--- src/rtl/stack_seq_pkg.sv ---
// Package: shared field layout and decode types for the stack sequencer.
// Assumes a 16-bit instruction word; field positions are fixed here.
package stack_seq_pkg;

    localparam int INSTR_W = 16;
    localparam int PC_W    = INSTR_W - 1;   // call target fills bits 14:0
    localparam int JMP_W   = 13;            // jump target field width
    localparam int OP_W    = 12;            // operation code to the data unit
    localparam int RET_BIT = 5;             // return flag position

    typedef enum logic [1:0] {
        CLS_DATA = 2'b00,
        CLS_MEM  = 2'b01,
        CLS_JMP  = 2'b10,
        CLS_JZ   = 2'b11
    } gen_class_t;

    typedef enum logic [1:0] {
        RSX_NONE  = 2'b00,
        RSX_PUSH  = 2'b01,
        RSX_POP   = 2'b10,
        RSX_SPARE = 2'b11
    } rs_xfer_t;

    typedef struct packed {
        logic              is_call;
        gen_class_t        cls;
        rs_xfer_t          xfer;
        logic              ret_flag;
        logic [PC_W-1:0]   call_tgt;
        logic [JMP_W-1:0]  jmp_field;
        logic [OP_W-1:0]   op;
    } decoded_t;

endpackage

--- src/rtl/stack_seq_decode.sv ---
// Module: pure combinational field split of one instruction word.
// Assumes the layout in stack_seq_pkg; applies no qualification by state.
module stack_seq_decode
    import stack_seq_pkg::*;
(
    input  logic [INSTR_W-1:0] word,
    output decoded_t           dec
);

    // Split the word into its fields.
    always_comb begin
        dec.is_call   = ~word[INSTR_W-1];
        dec.cls       = gen_class_t'(word[INSTR_W-2:INSTR_W-3]);
        dec.xfer      = rs_xfer_t'(word[INSTR_W-4:INSTR_W-5]);
        dec.ret_flag  = word[RET_BIT];
        dec.call_tgt  = word[PC_W-1:0];
        dec.jmp_field = word[JMP_W-1:0];
        dec.op        = {word[JMP_W-1:RET_BIT+1], word[RET_BIT-1:0]};
    end

endmodule

--- src/rtl/stack_seq_rstack.sv ---
// Module: return-address stack with bounded pointer and sticky error flags.
// Assumes at most one of push/pop per cycle; a full push or empty pop
// leaves the array untouched and only sets its flag.
module stack_seq_rstack #(
    parameter int DEPTH = 16,
    parameter int W     = 16
) (
    input  logic         clk,
    input  logic         rst_n,
    input  logic         push,
    input  logic         pop,
    input  logic [W-1:0] wdata,
    output logic [W-1:0] top,
    output logic         ovf,
    output logic         unf
);

    localparam int CNT_W = $clog2(DEPTH + 1);
    localparam int IDX_W = $clog2(DEPTH);

    logic [W-1:0]     slots [DEPTH];
    logic [CNT_W-1:0] count;
    logic [CNT_W-1:0] top_pos;
    logic             full;
    logic             empty;

    assign full    = (count == CNT_W'(DEPTH));
    assign empty   = (count == '0);
    assign top_pos = count - CNT_W'(1);

    // Present the top entry, or zero when nothing is stored.
    always_comb begin
        top = empty ? '0 : slots[top_pos[IDX_W-1:0]];
    end

    // Store a pushed value into the next free slot.
    always_ff @(posedge clk) begin
        if (push && !full) begin
            slots[count[IDX_W-1:0]] <= wdata;
        end
    end

    // Move the pointer and latch the sticky flags.
    always_ff @(posedge clk) begin
        if (!rst_n) begin
            count <= '0;
            ovf   <= 1'b0;
            unf   <= 1'b0;
        end else begin
            if (push) begin
                if (full) ovf <= 1'b1;
                else      count <= count + CNT_W'(1);
            end else if (pop) begin
                if (empty) unf <= 1'b1;
                else       count <= top_pos;
            end
        end
    end

    AST_SINGLE_STACK_OP: assert property (@(posedge clk) disable iff (!rst_n)
        !(push && pop));
    AST_DEPTH_BOUND: assert property (@(posedge clk) disable iff (!rst_n)
        count <= CNT_W'(DEPTH));
    AST_OVF_STICKY: assert property (@(posedge clk) disable iff (!rst_n)
        ovf |=> ovf);
    AST_UNF_STICKY: assert property (@(posedge clk) disable iff (!rst_n)
        unf |=> unf);

endmodule

--- src/rtl/stack_seq_nextpc.sv ---
// Module: next fetch address selection by fixed priority.
// Assumes the take_* inputs are already qualified and mutually exclusive.
module stack_seq_nextpc #(
    parameter int PC_W  = 15,
    parameter int JMP_W = 13
) (
    input  logic [PC_W-1:0]  pc,
    input  logic             run,
    input  logic             hold,
    input  logic             take_call,
    input  logic [PC_W-1:0]  call_tgt,
    input  logic             take_ret,
    input  logic [PC_W-1:0]  ret_addr,
    input  logic             take_jump,
    input  logic [JMP_W-1:0] jmp_field,
    output logic [PC_W-1:0]  npc
);

    // Choose where the next word comes from.
    always_comb begin
        if (!run || hold)   npc = pc;
        else if (take_call) npc = call_tgt;
        else if (take_ret)  npc = ret_addr;
        else if (take_jump) npc = {pc[PC_W-1:JMP_W], jmp_field};
        else                npc = pc + PC_W'(1);
    end

endmodule

--- src/rtl/stack_seq_top.sv ---
// Module: fetch, call/return and memory-phase sequencing for a
// dual-stack processor. Assumes a code memory with one cycle of read
// latency that returns the word for code_addr at the next clock edge.
module stack_seq_top
    import stack_seq_pkg::*;
#(
    parameter int RS_DEPTH = 16
) (
    input  logic               clk,
    input  logic               rst_n,
    output logic [PC_W-1:0]    code_addr,
    input  logic [INSTR_W-1:0] code_data,
    input  logic [INSTR_W-1:0] dp_tos,
    input  logic               dp_zero,
    output logic [OP_W-1:0]    dp_op,
    output logic               dp_valid,
    output logic               mem_addr_phase,
    output logic               mem_data_phase,
    output logic [INSTR_W-1:0] rs_top,
    output logic               illegal_combo,
    output logic               rs_overflow,
    output logic               rs_underflow
);

    logic [PC_W-1:0]    pc;
    logic               word_live;
    logic               mem_second;
    decoded_t           dec;
    logic               gen_word;
    logic               is_data;
    logic               is_mem;
    logic               stall;
    logic               rs_claim;
    logic               ret_take;
    logic               jump_take;
    logic               push;
    logic               pop;
    logic [INSTR_W-1:0] push_val;
    logic [PC_W-1:0]    npc;

    stack_seq_decode u_dec (
        .word (code_data),
        .dec  (dec)
    );

    // Qualify the decoded word with pipeline state.
    always_comb begin
        gen_word  = word_live && !dec.is_call;
        is_data   = gen_word && (dec.cls == CLS_DATA);
        is_mem    = gen_word && (dec.cls == CLS_MEM);
        stall     = is_mem && !mem_second;
        rs_claim  = is_data && (dec.xfer == RSX_PUSH || dec.xfer == RSX_POP);
        ret_take  = (is_data || is_mem) && dec.ret_flag && !rs_claim && !stall;
        jump_take = gen_word && ((dec.cls == CLS_JMP) ||
                                 (dec.cls == CLS_JZ && dp_zero));
        push      = (word_live && dec.is_call) || (is_data && dec.xfer == RSX_PUSH);
        pop       = ret_take || (is_data && dec.xfer == RSX_POP);
        push_val  = dec.is_call ? {1'b0, pc + PC_W'(1)} : dp_tos;
    end

    stack_seq_rstack #(
        .DEPTH (RS_DEPTH),
        .W     (INSTR_W)
    ) u_rs (
        .clk   (clk),
        .rst_n (rst_n),
        .push  (push),
        .pop   (pop),
        .wdata (push_val),
        .top   (rs_top),
        .ovf   (rs_overflow),
        .unf   (rs_underflow)
    );

    stack_seq_nextpc #(
        .PC_W  (PC_W),
        .JMP_W (JMP_W)
    ) u_npc (
        .pc        (pc),
        .run       (word_live),
        .hold      (stall),
        .take_call (word_live && dec.is_call),
        .call_tgt  (dec.call_tgt),
        .take_ret  (ret_take),
        .ret_addr  (rs_top[PC_W-1:0]),
        .take_jump (jump_take),
        .jmp_field (dec.jmp_field),
        .npc       (npc)
    );

    // Drive the data-unit and memory strobes.
    always_comb begin
        code_addr      = npc;
        dp_op          = dec.op;
        dp_valid       = (is_data || is_mem) && !mem_second;
        mem_addr_phase = stall;
        mem_data_phase = is_mem && mem_second;
        illegal_combo  = rs_claim && dec.ret_flag;
    end

    // Advance the program counter and memory phase each clock.
    always_ff @(posedge clk) begin
        if (!rst_n) begin
            pc         <= '0;
            word_live  <= 1'b0;
            mem_second <= 1'b0;
        end else begin
            pc         <= npc;
            word_live  <= 1'b1;
            mem_second <= stall;
        end
    end

    AST_MEM_SECOND_PHASE: assert property (@(posedge clk) disable iff (!rst_n)
        mem_addr_phase |=> mem_data_phase);
    AST_MEM_HOLD_FETCH: assert property (@(posedge clk) disable iff (!rst_n)
        mem_addr_phase |-> (code_addr == pc));
    AST_CALL_TARGET: assert property (@(posedge clk) disable iff (!rst_n)
        (word_live && dec.is_call) |-> (code_addr == dec.call_tgt));
    AST_CLAIM_NO_RETURN: assert property (@(posedge clk) disable iff (!rst_n)
        illegal_combo |-> (code_addr == pc + PC_W'(1)));

endmodule

--- config.mk ---
export PLATFORM = sky130hd
export DESIGN_NAME = stack_seq_top
export DESIGN_NICKNAME = d
export VERILOG_FILES = /design/src/rtl/stack_seq_pkg.sv /design/src/rtl/stack_seq_decode.sv /design/src/rtl/stack_seq_rstack.sv /design/src/rtl/stack_seq_nextpc.sv /design/src/rtl/stack_seq_top.sv
export SDC_FILE = /design/constraint.sdc
export NUM_CORES = 1
export LEC_CHECK = 0
export BUFFER_PORTS_ARGS = -buffer_cell sky130_fd_sc_hd__buf_4
export CAP_MARGIN = 20
export CORE_MARGIN = 4
export CORE_UTILIZATION = 25
export CTS_CLUSTER_SIZE = 20
export DETAILED_ROUTE_END_ITERATION = 16
export HOLD_SLACK_MARGIN = 0.05
export SLEW_MARGIN = 20
export SYNTH_ARGS = -nofsm -noshare
export SYNTH_HDL_FRONTEND = slang
export SYNTH_SLANG_ARGS = --single-unit
--- constraint.sdc ---
create_clock -name clk -period 6.5 [get_ports clk]
set_input_delay 1.95 -clock clk [delete_from_list [all_inputs] [get_ports clk]]
set_output_delay 1.95 -clock clk [all_outputs]
set_load 0.02 [all_outputs]
==> summary.txt <==
Die
  • Die area: 0.05222 sq mm
  • Cell row count: 80
  • IO Pins: 84
  • Core area: roughly 0.048 sq mm
  • Initial core utilization: between 20% and 30%
  • Die Width: roughly 230 um
  • Die Y: around 230 um

Setup path
  • Worst reg2reg path endpoint: u_rs.slots[0][7]$_DFFE_PP_
  • Worst reg2reg path depth: 6
  • Worst setup endpoint: code_addr[13]
  • CP arrival: ~4 ns
  • Reg2reg setup slack: around 3.2 ns
  • CP Class: in2out
  • Crit. End Element: output pin
  • Reg2reg start: u_rs.count[1]$_SDFFE_PN0P_
  • Critical path peak fanout: 11
  • Worst Setup Start Kind: input port
  • Crit path launch: code_data[11]
  • Data required time at the worst endpoint: 4.55 ns

Logic synthesis
  • YS warnings: 0
  • Synth Cell Area: ~0.012 sq mm
  • Ys async rst share: 0%
  • Post-Syn Nets: roughly 790
  • Post-synth EDFFs: roughly 260
  • FF+latch count, synth: 280
  • Mapped Cells: between 700 and 800
  • Seq/Total Area, Yosys: between 60% and 70%
  • Synth cell types: 60
  • Ys flop type: edfxtp_1
  • Mean area per synthesized cell: 16.17 sq um

Clock network
  • Clk_lat worst skew: approximately 0.54 ns
  • Clock H-tree levels: 1
  • Setup Buffers After CTS: 0
  • Bufs on Longest Clock Path: 3
  • Clk sinks: 280
  • CTS Hold Buffers Added: 0
  • Post-CTS resize count: 0
  • Number of CTS-inserted buffers: 28
  • CTS root buf: clkbuf_16
  • Clock Pin Slew Worst Setup and Hold Paths: approximately 0.060 ns
  • CTS tree: yes

Placement
  • DP Wirelength: roughly 23000 um
  • Area after DPL: 0.01357 sq mm
  • Pre-CTS setup slack: just over 0.5 ns
  • Placer congestion estimate: 0.8629
  • Port bufs: a little over 80

Timing
  • Fin. max-slew vios: 0
  • Setup Skew: slightly below 0.01 ns
  • Worst Hold Margin: 0.4926 ns
  • Final setup vio count: 0
  • Worst Tran Pin Value: 1.074 ns
  • Post-route setup slack: 0.4658 ns
  • Worst slew margin: 28.41%
  • RSZ-0062 raised after global routing: no
  • Setup TNS Final: 0 ns
  • Final period util: roughly 93%
  • Final Hold Fails: 0
  • Tmin final: about 6 ns
  • Achievable frequency: between 150 and 200 MHz

Finish
  • Proportion of layout cells with a drive suffix above 1: ~28%
  • Commonest cells after routing, fill and taps aside: 256 x edfxtp_1, 118 x buf_4, 64 x mux4_2
  • Most common cell after layout, fill and taps aside: edfxtp_1
  • Final Cell Area: approximately 0.014 sq mm
  • ANT cells: 0
  • Area grow syn2layout: 18.67%
  • # nets final: slightly below 900

Pwr
  • Power Density: around 340 mW/mm^2
  • VDD IR max: around 0.18 mV
  • LEAKAGE: between 4 and 5 nW

Min path
  • Worst Hold Launch: u_rs.ovf$_SDFFE_PN0P_
  • Min-delay worst type: reg2reg

Run status
  • Run status: finished, final reports clean

Global routing
  • First-pass GRT wire length: between 50000 and 60000 um
  • Largest net degree at the start of global routing: 36
  • Vias in the first global route: between 7000 and 8000
  • GRT overflow: 0
  • Initial antenna violation count: 0
  • GRT Util Overall: between 10% and 20%

Job
  • Max cap viols: 0

Route
  • First-pass detailed-route iteration total: 5
  • Routed Antenna Nets: 0
  • Post-Route WL: 34980 um
  • DR vias/cell: between 4 and 5
  • Total number of vias: about 7300
  • DR WL/cell: about 24 um
  • DR DRC count: 0
  • DRT iter0 DRCs: between 800 and 900
-- cell families (layout without fill, tap and decap cells) --
| family | Yosys count | count (layout) | synth area share, % |
|---|---|---|---|
| mux | 88 | 88 | 14.22 |
| buf+inv | 66 | 181 | 2.954 |
| fa+ha+maj | 7 | 7 | 0.7204 |
| flops | 280 | 280 | 67.19 |
| compound gates | 99 | 99 | 5.476 |
| simple gates | 194 | 194 | 8.141 |
| xor+xnor | 18 | 18 | 1.297 |
-- critical path: stages --
cell      delay (ns)
buf_4           0.11
inv_1           0.04
ha_1            0.29
mux2_2          0.29
nand2b_1        0.45
nand2_1         0.24
nor3_1          0.18
a21oi_1         0.11
nand3_1         0.23
buf_4           0.20
-- routing by layer --
layer | routed length (um) | global-route usage (%) | vias to the layer above | part of all wire (%)
li1 | - | - | 3132 | -
met1 | 15090 | 17.99 | 3839 | 43
met2 | 16670 | 21.21 | 310 | 48
met3 | 2571 | 2.480 | 41 | 7.4
met4 | 652 | 2.679 | 0 | 1.9
met5 | 0 | 0 | - | 0
-- sequential cells by signal, indices dropped and copies added, names as in the netlist --
name        flops
u_rs.unf        1
u_rs.count      5
word_live       1
u_rs.slots    256
pc             15
mem_second      1
u_rs.ovf        1
-- through the flow --
stage / cells / power (mW) / util [%]
finish: 1482 / 4.895 / 30.09
global route: 1482 / 5.094 / 30.09
CTS: 1482 / 4.935 / 30.08
detailed placement: 1430 / 3.423 / 28.29
global placement: 1430 / 3.421 / 28.29
floorplan: 752 / 2.928 / -
-- Yosys cell counts (all sizes together) (2+ instances only) --
master	instances	share of area, %
o31ai	3	0.19
and3	7	0.36
and2	28	1.4
a31oi	6	0.31
a211o	2	0.14
o22ai	5	0.26
nor3	8	0.33
nor2	37	1.1
nand2b	9	0.46
nand4b	2	0.14
o221ai	2	0.14
a41o	2	0.16
o21ai	13	0.54
mux2	12	1.1
xnor2	11	0.79
mux2i	10	0.82
edfxtp	256	63
and4	5	0.36
nand3	23	0.95
a22oi	8	0.54
o21a	3	0.19
dfxtp	24	4.0
mux4	66	12
o211ai	2	0.12
buf	35	2.0
nand4	3	0.15
a21o	6	0.37
xor2	7	0.50
nor3b	6	0.37
nor2b	6	0.31
nand2	53	1.6
a21oi	29	1.2
clkbuf	21	0.65
inv	9	0.28
a211oi	8	0.49
ha	7	0.72
-- where the power goes --
group / switching (mW) / internal (mW)
clock: 0.667 / 0.851
combinational: 0.796 / 0.517
sequential: 0.0336 / 2.03
-- layout make-up --
cell class	count	area, sq um
Tap cell	615	769.5
Inverter	10	37.54
Fill cell	4684	33520
Timing Repair Buffer	119	905.9
Clock buffer	34	744.5
Clock inverter	18	112.6
Sequential cell	280	8172
Multi-Input combinational cell	406	3685
-- worst min-delay path by stage --
| stage | cells after the start | endpoint |
|---|---|---|
| global placement | 2 | u_rs.ovf$_SDFFE_PN0P_ |
| global route | 2 | u_rs.ovf$_SDFFE_PN0P_ |
| CTS | 2 | u_rs.ovf$_SDFFE_PN0P_ |
| floorplan | 2 | u_rs.count[4]$_SDFFE_PN0P_ |
| finish | 2 | u_rs.ovf$_SDFFE_PN0P_ |
| detailed placement | 2 | u_rs.ovf$_SDFFE_PN0P_ |
(Power assumes the default switching activity.)
